==> config.mk <==
export PLATFORM = sky130hd
export DESIGN_NAME = spi_rom_slave
export DESIGN_NICKNAME = d
export VERILOG_FILES = /design/src/rtl/spi_rom_pkg.sv /design/src/rtl/spi_rom_seq.sv /design/src/rtl/spi_rom_addr.sv /design/src/rtl/spi_rom_tx.sv /design/src/rtl/spi_rom_slave.sv
export SDC_FILE = /design/constraint.sdc
export NUM_CORES = 1
export LEC_CHECK = 0
export ABC_AREA = 1
export BUFFER_PORTS_ARGS = -buffer_cell sky130_fd_sc_hd__buf_4
export CELL_PAD_IN_SITES_DETAIL_PLACEMENT = 1
export CELL_PAD_IN_SITES_GLOBAL_PLACEMENT = 1
export CORE_ASPECT_RATIO = 1.2
export CORE_UTILIZATION = 45
export CTS_BUF_LIST = sky130_fd_sc_hd__clkbuf_4 sky130_fd_sc_hd__clkbuf_8
export DETAILED_ROUTE_END_ITERATION = 8
export PLACE_DENSITY = 0.85
export REMOVE_ABC_BUFFERS = 1
export SETUP_SLACK_MARGIN = 0.02
export SYNTH_ARGS = -nofsm -noshare
export SYNTH_HDL_FRONTEND = slang
export SYNTH_SLANG_ARGS = --single-unit
==> constraint.sdc <==
create_clock -name sclk -period 2.61 [get_ports sclk]
set_input_delay 0.261 -clock sclk [delete_from_list [all_inputs] [get_ports sclk]]
set_output_delay 0.261 -clock sclk [all_outputs]
set_load 0.05 [all_outputs]
==> src/rtl/spi_rom_pkg.sv <==
`timescale 1ns/1ps
package spi_rom_pkg;

  typedef enum logic [2:0] {
    PH_OPCODE = 3'd0,
    PH_ADDR   = 3'd1,
    PH_DUMMY  = 3'd2,
    PH_DATA   = 3'd3,
    PH_IGNORE = 3'd4
  } phase_t;

  localparam logic [7:0] CMD_READ = 8'h03;
  localparam logic [7:0] CMD_FAST = 8'h0B;

  // Stored content: XOR-fold of the address bytes, then a fixed mask.
  function automatic logic [7:0] rom_byte(input logic [31:0] a);
    logic [7:0] acc;
    acc = 8'h5A;
    for (int k = 0; k < 4; k++) acc = acc ^ a[8*k +: 8];
    return acc;
  endfunction

  function automatic logic is_read_cmd(input logic [7:0] op);
    return (op == CMD_READ) || (op == CMD_FAST);
  endfunction

endpackage

==> src/rtl/spi_rom_seq.sv <==
`timescale 1ns/1ps
module spi_rom_seq
  import spi_rom_pkg::*;
#(
  parameter int ADDR_W     = 24,
  parameter int DUMMY_BITS = 8
) (
  input  logic       sclk,
  input  logic       cs_n,
  input  logic       mosi,
  output phase_t     phase,
  output logic [2:0] bit_idx,
  output logic       op_done,
  output logic [7:0] op_byte,
  output logic       addr_shift,
  output logic       byte_done,
  output logic       is_fast
);
  localparam int CNT_W = $clog2(ADDR_W > DUMMY_BITS ? ADDR_W : DUMMY_BITS) + 1;
  localparam logic [CNT_W-1:0] LAST_OP    = CNT_W'(7);
  localparam logic [CNT_W-1:0] LAST_ADDR  = CNT_W'(ADDR_W - 1);
  localparam logic [CNT_W-1:0] LAST_DUMMY = CNT_W'(DUMMY_BITS - 1);

  logic [CNT_W-1:0] cnt;
  logic [6:0]       sr;

  assign op_byte    = {sr, mosi};
  assign op_done    = (phase == PH_OPCODE) && (cnt == LAST_OP);
  assign addr_shift = (phase == PH_ADDR);
  assign byte_done  = (phase == PH_DATA) && (cnt[2:0] == 3'd7);
  assign bit_idx    = cnt[2:0];

  always_ff @(posedge sclk or posedge cs_n) begin
    if (cs_n) begin
      phase   <= PH_OPCODE;
      cnt     <= '0;
      sr      <= '0;
      is_fast <= 1'b0;
    end else begin
      case (phase)
        PH_OPCODE: begin
          sr <= op_byte[6:0];
          if (op_done) begin
            cnt     <= '0;
            is_fast <= (op_byte == CMD_FAST);
            phase   <= is_read_cmd(op_byte) ? PH_ADDR : PH_IGNORE;
          end else begin
            cnt <= cnt + 1'b1;
          end
        end
        PH_ADDR: begin
          if (cnt == LAST_ADDR) begin
            cnt   <= '0;
            phase <= is_fast ? PH_DUMMY : PH_DATA;
          end else begin
            cnt <= cnt + 1'b1;
          end
        end
        PH_DUMMY: begin
          if (cnt == LAST_DUMMY) begin
            cnt   <= '0;
            phase <= PH_DATA;
          end else begin
            cnt <= cnt + 1'b1;
          end
        end
        PH_DATA: cnt <= byte_done ? '0 : cnt + 1'b1;
        default: ;
      endcase
    end
  end
endmodule

==> src/rtl/spi_rom_addr.sv <==
`timescale 1ns/1ps
module spi_rom_addr #(
  parameter int ADDR_W = 24
) (
  input  logic              sclk,
  input  logic              cs_n,
  input  logic              mosi,
  input  logic              shift_en,
  input  logic              step_en,
  output logic [ADDR_W-1:0] addr
);
  function automatic logic [ADDR_W-1:0] next_addr(input logic [ADDR_W-1:0] a);
    return a + 1'b1;
  endfunction

  always_ff @(posedge sclk or posedge cs_n) begin
    if (cs_n)          addr <= '0;
    else if (shift_en) addr <= {addr[ADDR_W-2:0], mosi};
    else if (step_en)  addr <= next_addr(addr);
  end
endmodule

==> src/rtl/spi_rom_tx.sv <==
`timescale 1ns/1ps
module spi_rom_tx
  import spi_rom_pkg::*;
(
  input  logic       sclk,
  input  logic       cs_n,
  input  phase_t     phase,
  input  logic [2:0] bit_idx,
  input  logic [7:0] data,
  output logic       miso,
  output logic       miso_oe
);
  logic in_data;
  assign in_data = (phase == PH_DATA);

  always_ff @(negedge sclk or posedge cs_n) begin
    if (cs_n) begin
      miso    <= 1'b0;
      miso_oe <= 1'b0;
    end else begin
      miso_oe <= in_data;
      miso    <= in_data ? data[3'd7 - bit_idx] : 1'b0;
    end
  end
endmodule

==> src/rtl/spi_rom_slave.sv <==
`timescale 1ns/1ps
module spi_rom_slave
  import spi_rom_pkg::*;
#(
  parameter int ADDR_W     = 24,
  parameter int DUMMY_BITS = 8
) (
  input  logic sclk,
  input  logic cs_n,
  input  logic mosi,
  output logic miso,
  output logic miso_oe
);
  phase_t            phase;
  logic [2:0]        bit_idx;
  logic              op_done;
  logic [7:0]        op_byte;
  logic              addr_shift;
  logic              byte_done;
  logic              is_fast;
  logic [ADDR_W-1:0] addr;
  logic [7:0]        rd_data;

  spi_rom_seq #(.ADDR_W(ADDR_W), .DUMMY_BITS(DUMMY_BITS)) u_seq (
    .sclk(sclk), .cs_n(cs_n), .mosi(mosi),
    .phase(phase), .bit_idx(bit_idx), .op_done(op_done), .op_byte(op_byte),
    .addr_shift(addr_shift), .byte_done(byte_done), .is_fast(is_fast)
  );

  spi_rom_addr #(.ADDR_W(ADDR_W)) u_addr (
    .sclk(sclk), .cs_n(cs_n), .mosi(mosi),
    .shift_en(addr_shift), .step_en(byte_done), .addr(addr)
  );

  assign rd_data = rom_byte(32'(addr));

  spi_rom_tx u_tx (
    .sclk(sclk), .cs_n(cs_n), .phase(phase), .bit_idx(bit_idx),
    .data(rd_data), .miso(miso), .miso_oe(miso_oe)
  );
endmodule

-- After elaboration in Yosys (flattened, before gate mapping)
Cells that the tools add are included.
- add/subtract/negate cells: 3
- multipliers: 0
- div/mod/pow operators: 0
- magnitude comparators: 1
- eq/ne operators: 11
- shifts and indexed selects: 0
- multiplexer cells: 16
- bitwise logic cells: 3
- reduce and logical (&&, ||, !) cells: 9
- operators with widths (cell ; number):
    $mux W24 ; 2
    $add A24 B1 Y24 const B ; 1
    $mux W6 ; 4
    $pmux W6 S4 ; 1
    $xor A8 B8 Y8 ; 2
    $mux W3 ; 4
    $pmux W3 S3 ; 1
    $eq A8 B2 Y1 const B ; 1
    $eq A8 B4 Y1 const B ; 1
    $add A6 B1 Y6 const B ; 1
    $eq A3 B2 Y1 const B ; 2
    $eq A6 B3 Y1 const B ; 1
    $eq A6 B5 Y1 const B ; 1
    $lt A3 B4 Y1 const B ; 1
    $ne A2 B1 Y1 const B ; 2
    $not A4 Y4 ; 1
    $reduce_and A4 Y1 ; 1
    $reduce_bool A4 Y1 ; 1
    $bmux W1 S3 ; 1
    $eq A3 B1 Y1 const B ; 1
    $eq A3 B3 Y1 const B ; 1
    $logic_not A3 Y1 ; 1
    $mux W1 ; 3
    $reduce_bool A3 Y1 ; 1
    6 further kinds ; 7
- bits in registers: 43
- latch bits: 0
- bits in writable memories: 0
- ROM bits: 0
- input port bits: 3
- output and inout bits: 2
- word-level logic and storage cells: 50
- memories: 0

-- Logic depth before layout (Yosys ltp)
Gate-level depths: netlist (run 1).
- word-level depth: 6
- mapped depth: 10
- depth with buffers taken out: 9

-- By module
Synthesis (run 1) repeated with hierarchy kept, for this count alone.
- cells, all modules: 449
- area total of the unflattened synthesis: 3079.2 um^2
- modules (own cells, without submodules) (module ; times used ; cells an instance ; area an instance (um^2)):
    spi_rom_addr ; 1 ; 231 ; 1659.1
    spi_rom_seq ; 1 ; 114 ; 954.7
    spi_rom_slave ; 1 ; 72 ; 280.3
    spi_rom_tx ; 1 ; 32 ; 185.2

==> flow_summary.json, run 1 <==
{
  "required_ps": 2350,
  "critPathLaunchType": "flip-flop",
  "ctsLongestPathBuffers": 2,
  "vias_per_cell": 5.379,
  "dpl.hpwl_um": 7180,
  "place_area_um2": 3157,
  "slew-limit-headroom_pct": 63.34,
  "final_hold_viol_count": 0,
  "cp_max_fo": 1,
  "drtPass1Iterations": 4,
  "worstPathCellList": "buf_4",
  "grtUsageMet1_pct": 35.37,
  "routed_wl_um": 9497,
  "synth.avg_cell_area_um2": 6.511,
  "hold_depth": 3,
  "fp.dieArea_um2": 6854,
  "slowest_stage": "dfrtn_1",
  "reg2reg_slack_ps": 110,
  "cts_htree_levels": 2,
  "synthCells": 451,
  "cts-root-buf": "clkbuf_8",
  "ys.warnings.count": 0,
  "final_common_cell": "nand2_1",
  "ios": 5,
  "grt_use_met2_pct": 52.21,
  "place_inst": 548,
  "drc": 0,
  "seq_area_um2": 1080,
  "crit_path_max_incr_delay_ps": 430,
  "busiest_layer": "met2",
  "multiInputGateArea_um2": 1570,
  "clk_pin_slew_ps": 80,
  "area_delta_synth_final_pct": 12.44,
  "r2r-end": "u_tx.miso$_DFF_NP0_",
  "syn_area_um2": 2937,
  "finClkSkew_ps": 6.068,
  "grt_max_degree": 20,
  "num_antenna_cells": 0,
  "drt_iter0_drc": 213,
  "sequentialPowerShare_pct": 58.4,
  "cts_buffers": 5,
  "hold_class": "primary input to flip-flop",
  "synth.distinct_cells": 29,
  "worst_hold_path.endpoint": "u_seq.sr[0]$_DFFE_PP0P_",
  "fp-row-count": 31,
  "finalPower_w": 0.001143,
  "crit_buf_inv": 1,
  "fp.coreArea_um2": 6167,
  "critPathArrivalTime_ps": 2240,
  "antenna_found_initial": 0,
  "clk_latency_ps": 310,
  "routedWlPerCell_um": 16.90,
  "sw_frac_of_total_pct": 23.80,
  "final_cells": 562,
  "cts.sinks": 43,
  "synth_ff_type": "dfrtp_1",
  "status": "finished, final reports clean",
  "grt_pass1_vias": 3368,
  "yosysSeqAreaShare_pct": 36.64,
  "drive_gt1_share_pct": 12.92,
  "min_from": "mosi",
  "irDropWorstVdd_mv": 0.2466,
  "end_kind": "primary output",
  "n_fill_cell": 844,
  "async_flop_share_pct": 100.0,
  "p_leak_nw": 1.533,
  "max_slew.worst_pin.slew_ps": 545.7,
  "ys_ff_latch": 43,
  "synth_edf_count": 0,
  "drv_cap": 0,
  "critical-path-top-delay-family": "flip-flops",
  "reg2reg_from": "u_addr.addr[7]$_DFFE_PP0P_",
  "dr_total_vias": 3023,
  "combPwrFrac_pct": 2.1,
  "cts_tree": "built",
  "initial_utilization_pct": 47.62,
  "portBuffers": 4,
  "ff2ff_path_depth": 8,
  "antenna_left": 0,
  "clockPowerShare_pct": 39.6,
  "grt-ovfl-total": 0,
  "power.density_nw_per_um2": 346.0,
  "worstSetupPathType": "flip-flop to primary output",
  "die_y_um": 90.49,
  "met3_usage_pct": 4.799,
  "slew_violations": 0,
  "grt_pass1_wl_um": 15780,
  "final_cell_mix": "170 x nand2_1, 49 x nor2_1, 49 x nand3_1",
  "setup_viol": 0,
  "fp.dieW_um": 75.75,
  "post-route-cell-area_um2": 3302,
  "track_usage_pct": 30.78,
  "final_nets": 485,
  "switchingPower_w": 0.0002719,
  "p_int_w": 0.0008706,
  "place_congestion": 0.8901
}
[area by class of cell]
type,count,share of cell area (%)
Tap cell,82,3.107
Inverter,58,6.593
Clock buffer,6,2.311
Clock inverter,2,0.3789
Multi-Input combinational cell,339,47.56
Timing Repair Buffer,32,7.351
Sequential cell,43,32.70
[worst max path at each step]
stage,start,to,slack [ps],cells past startpoint
floorplan,cs_n,u_tx.miso$_DFF_NP0_,140,1
global placement,u_addr.addr[12]$_DFFE_PP0P_,u_tx.miso$_DFF_NP0_,140,8
detailed placement,u_addr.addr[12]$_DFFE_PP0P_,u_tx.miso$_DFF_NP0_,70,8
CTS,u_addr.addr[7]$_DFFE_PP0P_,u_tx.miso$_DFF_NP0_,60,8
global route,u_addr.addr[23]$_DFFE_PP0P_,u_tx.miso$_DFF_NP0_,-1,9
finish,u_tx.miso$_DFF_NP0_,miso,100,1
[flip-flops by register name, indices dropped and copies added (netlist names)]
| name | flops |
|---|---|
| u_seq.cnt | 6 |
| u_seq.is_fast | 1 |
| u_seq.phase | 3 |
| u_seq.sr | 7 |
| u_tx.miso | 1 |
| u_tx.miso_oe | 1 |
| u_addr.addr | 24 |
[power by group through the flow]
| stage | Combinational, W | Sequential (W) | Clock (W) |
|---|---|---|---|
| floorplan | 0.0000121 | 0.000680 | 0 |
| global placement | 0.0000231 | 0.000680 | 0 |
| detailed placement | 0.0000236 | 0.000680 | 0 |
| CTS | 0.0000247 | 0.000667 | 0.000460 |
| global route | 0.0000275 | 0.000667 | 0.000482 |
| finish | 0.0000237 | 0.000667 | 0.000452 |
[per-stage QoR]
step           TNS [ps]  utilization [%]  hold slack [ps]  setup WS, ps
6_report              0            53.54            231.5         104.7
5_1_grt          -1.085            53.54            241.4        -1.085
4_1_cts               0            52.79            227.2         57.15
3_5_place_dp          0            51.19            247.1         74.68
3_3_place_gp          0            51.19            243.1         135.4
2_1_floorplan         0                -            419.6         135.1
[cells in the mapped netlist, types with 2 or more instances]
library cell  instances  share of area [%]
ha_1                  3                1.3
dfrtp_1              41                 35
buf_6                 4                1.5
clkbuf_2              3               0.51
a21oi_1               7                1.2
nor2_1               49                6.3
nand2_1             172                 22
buf_2                 2               0.34
nand4_1               3               0.64
clkbuf_1              2               0.26
a21oi_2               2               0.60
xor2_1               13                3.9
inv_2                 4               0.51
o22ai_1              12                2.6
dfrtn_1               2                1.7
nor3_1                4               0.68
inv_1                54                6.9
o21ai_0              12                2.0
o211ai_1              3               0.77
nand2_4               2               0.77
nand3_1              49                8.4
[routing by layer]
layer	wire length, um	vias to the layer above
met3	239	26
met2	4949	56
met5	0	-
li1	-	1475
met4	361	0
met1	3946	1466
[cell families (layout without fill, tap and decap cells)]
group,after synthesis,count (layout),synth area share [%]
AND/OR/NAND/NOR,283,283,39.88
buffers and inverters,69,98,10.05
flip-flops,43,43,36.64
AO/OA/AOI/OAI,39,39,7.968
XOR/XNOR,14,14,4.176
adder cells (fa/ha/maj),3,3,1.278
[repair_timing]
action | in CTS | in global routing
endpoints found under the hold margin | 9 | 0
setup endpoints to repair | 0 | 1
hold buffers | 1 | 0
buffers inserted | 0 | 5
resized for setup | 0 | 11
No activity file was read; power rests on OpenSTA's default activity.
==> run 2: changes to the inputs <==
- BUFFER_PORTS_ARGS: -buffer_cell sky130_fd_sc_hd__buf_4 -> not set
- CORE_MARGIN: not set -> 3
- DONT_BUFFER_PORTS: not set -> 1
- PLACE_DENSITY: 0.85 -> 0.84
==> run 2 against run 1 <==
Power increased by 11%. Sequential cell count unchanged. Largest power group unchanged. Worst hold slack worse by 120 ps. Count of clock-buffer cells in the layout stayed put. Design area shrank 0.38%. Sequential share of layout area rose by 0.20 points. Clock skew rose by 4.8 ps. Wire length increased by 1.0%.
==> flow_summary.json, run 2 (synthesis gave the netlist of run 1 again) <==
{
  "grt_pass1_wl_um": 15640,
  "area_delta_synth_final_pct": 12.02,
  "final_cells": 553,
  "cts_tree": "built",
  "top_regs": "u_addr.addr (24), u_seq.sr (7), u_seq.cnt (6)",
  "setup_viol": 0,
  "antenna_found_initial": 0,
  "p_leak_nw": 1.519,
  "slew_violations": 0,
  "required_ps": 2350,
  "fp.dieW_um": 79.75,
  "drc": 0,
  "hold_class": "primary input to flip-flop",
  "routed_wl_um": 9594,
  "die_y_um": 94.49,
  "tns_ps": 0,
  "status": "finished, final reports clean",
  "critPathLaunchType": "flip-flop",
  "clk_latency_ps": 310,
  "drtPass1Iterations": 4,
  "final_common_cell": "nand2_1",
  "cts_htree_levels": 2,
  "regMostFlops": "u_addr.addr",
  "dr_total_vias": 3017,
  "cts_buffers": 5,
  "routedWlPerCell_um": 17.35,
  "worstSetupPathType": "flip-flop to primary output",
  "cts-root-buf": "clkbuf_8",
  "max_slew.worst_pin.slew_ps": 544.6,
  "final_util_pct": 53.34,
  "final_cell_mix": "172 x nand2_1, 49 x nor2_1, 49 x inv_1",
  "finClkSkew_ps": 10.83,
  "timing.hold.ws_ps": 113.9,
  "grt-ovfl-total": 0,
  "fp-row-count": 31,
  "final_nets": 476,
  "ctsLongestPathBuffers": 2,
  "slew-limit-headroom_pct": 63.42,
  "drive_gt1_share_pct": 11.89,
  "grt_setup_unrepaired": "yes",
  "largest_reg_flops": 24,
  "initial_utilization_pct": 47.62,
  "irDropWorstVdd_mv": 0.3093,
  "power.density_nw_per_um2": 385.4,
  "place_congestion": 0.9164,
  "grt_pass1_vias": 3242,
  "drv_cap": 0,
  "antenna_left": 0,
  "dpl.hpwl_um": 7063,
  "drt_iter0_drc": 164,
  "ios": 5,
  "num_antenna_cells": 0,
  "track_usage_pct": 27.24,
  "critPathArrivalTime_ps": 2340,
  "portBuffers": 0,
  "vias_per_cell": 5.456,
  "fp.dieArea_um2": 7535,
  "clk_pin_slew_ps": 90,
  "cts.sinks": 43,
  "final_hold_viol_count": 0,
  "grt_max_degree": 34,
  "finalPower_w": 0.001268,
  "end_kind": "primary output",
  "place_inst": 541,
  "cp_max_fo": 1,
  "fp.coreArea_um2": 6167
}
-- run 2: through the flow --
step / setup WS (ps) / cell area (um2)
3_5_place_dp: 71.47 / 3104
4_1_cts: 7.795 / 3237
2_1_floorplan: 135.1 / 2859
3_3_place_gp: 120.2 / 3104
5_1_grt: -25.98 / 3289
6_report: 9.269 / 3289
-- run 2: repair_timing --
item,CTS,global route
resized for setup,1,13
hold endpoints to repair,8,0
endpoints found under the setup margin,2,2
buffers inserted,0,3
hold buffers,1,0
-- run 2: worst paths after layout --
check                                                  from                          to  slack (ps)  cells after the start
worst max-delay path                    u_tx.miso$_DFF_NP0_                        miso           9                      0
worst min-delay path                                   mosi     u_seq.sr[0]$_DFFE_PP0P_         110                      2
worst max register to register  u_addr.addr[22]$_DFFE_PP0P_         u_tx.miso$_DFF_NP0_          90                      8
worst min register to register    u_seq.is_fast$_DFFE_PP0P_   u_seq.is_fast$_DFFE_PP0P_         490                      2
max in group asynchronous                              cs_n      u_tx.miso_oe$_DFF_NP0_         830                      2
min in group asynchronous                              cs_n  u_addr.addr[5]$_DFFE_PP0P_         330                      2
-- run 2: final cells by class --
type / count / area, um2
clock inverter: 2 / 38.79
timing repair buffer: 23 / 175.2
inverter: 58 / 217.7
tap: 82 / 102.6
sequential: 43 / 1082
multi-input combinational: 339 / 1590
fill: 847 / 2878
clock buffer: 6 / 82.58
-- run 2: power by group --
part	internal, W	switching (W)
clock network	0.000315	0.000266
registers	0.000666	0.000000373
logic	0.00000316	0.0000163
total	0.000985	0.000283
-- run 2: routing by layer --
metal | wire (um) | global-route usage (%) | vias up
met1 | 3832 | 29.90 | 1480
met4 | 346 | 14.23 | 0
li1 | - | - | 1449
met5 | 0 | 0 | -
met3 | 313 | 4.294 | 28
met2 | 5102 | 50.00 | 60
==> run 3: changes to the inputs <==
- MAX_ROUTING_LAYER: not set -> met4
==> run 3 against run 2 <==
Utilization up 0.79 points. Non-clock buffer count up 5. Largest power group unchanged. Cell count up 0.90%. Register-to-register slack worse by 50 ps. Critical path type unchanged. Largest cell class unchanged. Combinational power about the same. Via count up 2.7%. Count of clock-buffer cells in the layout unchanged. Power down 2.1%. First-iteration DRC count up 12%. Setup slack better by 27 ps.
==> flow_summary.json, run 3 (synthesis gave the netlist of run 1 again) <==
{
  "status": "finished, final reports clean",
  "initial_utilization_pct": 47.62,
  "drtPass1Iterations": 5,
  "final_cell_mix": "167 x nand2_1, 49 x nor2_1, 46 x nand3_1",
  "final_nets": 481,
  "ff2ff_path_depth": 8,
  "routedWlPerCell_um": 17.22,
  "top_regs": "u_addr.addr (24), u_seq.sr (7), u_seq.cnt (6)",
  "grt-ovfl-total": 0,
  "switchingPower_w": 0.0002747,
  "critPathLaunchType": "flip-flop",
  "drt_iter0_drc": 184,
  "vias_per_cell": 5.552,
  "irDropWorstVdd_mv": 0.2146,
  "cp_max_fo": 1,
  "place_area_um2": 3104,
  "cts_tree": "built",
  "final_cells": 558,
  "die_y_um": 94.49,
  "largest_reg_flops": 24,
  "hold_depth": 2,
  "p_leak_nw": 1.533,
  "track_usage_pct": 27.50,
  "drc": 0,
  "place_inst": 541,
  "grt_pass1_vias": 3152,
  "cts_buffers": 5,
  "ios": 5,
  "combPwrFrac_pct": 1.6,
  "portBuffers": 0,
  "setup_viol": 0,
  "clockPowerShare_pct": 44.7,
  "grt_pass1_wl_um": 15480,
  "slew_violations": 0,
  "final_common_cell": "nand2_1",
  "end_kind": "primary output",
  "post-route-cell-area_um2": 3338,
  "place_congestion": 1.002,
  "cts-root-buf": "clkbuf_8",
  "grt_max_degree": 34,
  "critPathArrivalTime_ps": 2310,
  "p_int_w": 0.0009660,
  "max_slew.worst_pin.slew_ps": 478.4,
  "finClkSkew_ps": 9.043,
  "dpl.hpwl_um": 6785,
  "hold_class": "primary input to flip-flop",
  "fp.dieArea_um2": 7535,
  "sw_frac_of_total_pct": 22.14,
  "dr_total_vias": 3098,
  "cts.sinks": 43,
  "sequentialPowerShare_pct": 53.7,
  "worstSetupPathType": "flip-flop to primary output",
  "reg2reg_from": "u_addr.addr[22]$_DFFE_PP0P_",
  "fp-row-count": 31,
  "cts_htree_levels": 2,
  "ctsLongestPathBuffers": 2,
  "slew-limit-headroom_pct": 68.12,
  "min_from": "mosi",
  "reg2reg_slack_ps": 40,
  "clk_pin_slew_ps": 90,
  "drv_cap": 0,
  "antenna_left": 0,
  "fp.dieW_um": 79.75,
  "worst_hold_path.endpoint": "u_seq.sr[0]$_DFFE_PP0P_",
  "routed_wl_um": 9608,
  "fp.coreArea_um2": 6167,
  "required_ps": 2350,
  "grt_setup_unrepaired": "yes",
  "drive_gt1_share_pct": 15.34,
  "power.density_nw_per_um2": 371.7,
  "r2r-end": "u_tx.miso$_DFF_NP0_",
  "area_delta_synth_final_pct": 13.68,
  "final_hold_viol_count": 0,
  "num_antenna_cells": 0,
  "antenna_found_initial": 0,
  "clk_latency_ps": 310,
  "regMostFlops": "u_addr.addr"
}
==> run 3: cell count changes in the layout (fill, tap and decap cells not counted), moves of 4 or more <==
cell / before / now
nand2_2: 1 / 6
buf_4: 22 / 26
inv_1: 49 / 43
inv_2: 9 / 15
nand2_1: 172 / 167
==> run 3: final cells by class <==
class                      count  area (um2)
clock buffer                   6       76.32
clock inverter                 2       37.54
fill                         840        2829
inverter                      58       217.7
multi-input combinational    339        1593
sequential                    43        1086
tap                           82       102.6
timing repair buffer          28       225.2
==> run 3: layer usage <==
layer | wire (um) | vias up | track usage [%]
met5 | 0 | - | -
met4 | 257 | 0 | 8.451
met3 | 341 | 23 | 3.340
met2 | 5222 | 86 | 50.84
met1 | 3788 | 1528 | 30.69
li1 | - | 1461 | -
==> run 3: what timing repair did <==
action                     in CTS  in global routing
setup buffers                   0                  8
resized for setup               0                 26
setup endpoints to repair       0                  1
hold buffers                    1                  0
hold endpoints to repair        8                  0
==> run 3: stage by stage <==
step                      power [W]  util (%)  setup WS [ps]  setup TNS (ps)  hold WS [ps]
after global routing       0.001279     54.13         -84.77          -84.77         112.6
after detailed placement  0.0006995     50.33          69.24               0         95.72
after floorplan           0.0006922         -          135.1               0         419.6
after CTS                  0.001247     52.34          34.39               0         106.7
final                      0.001241     54.13          35.79               0         107.3
after global placement    0.0006986     50.33          107.3               0         95.18
==> run 3: worst max-delay path by stage <==
stage | startpoint | to | depth (start not counted)
2_1_floorplan | cs_n | u_tx.miso$_DFF_NP0_ | 1
3_3_place_gp | u_addr.addr[12]$_DFFE_PP0P_ | u_tx.miso$_DFF_NP0_ | 8
3_5_place_dp | u_addr.addr[12]$_DFFE_PP0P_ | u_tx.miso$_DFF_NP0_ | 8
4_1_cts | u_tx.miso$_DFF_NP0_ | miso | 0
5_1_grt | u_addr.addr[22]$_DFFE_PP0P_ | u_tx.miso$_DFF_NP0_ | 8
6_report | u_tx.miso$_DFF_NP0_ | miso | 0
==> run 3: power groups by stage <==
stage	sequential [W]	combinational, W	clock, W
finish	0.000667	0.0000196	0.000554
global route	0.000667	0.0000227	0.000589
CTS	0.000667	0.0000207	0.000560
detailed placement	0.000680	0.0000193	0
global placement	0.000680	0.0000185	0
floorplan	0.000680	0.0000121	0
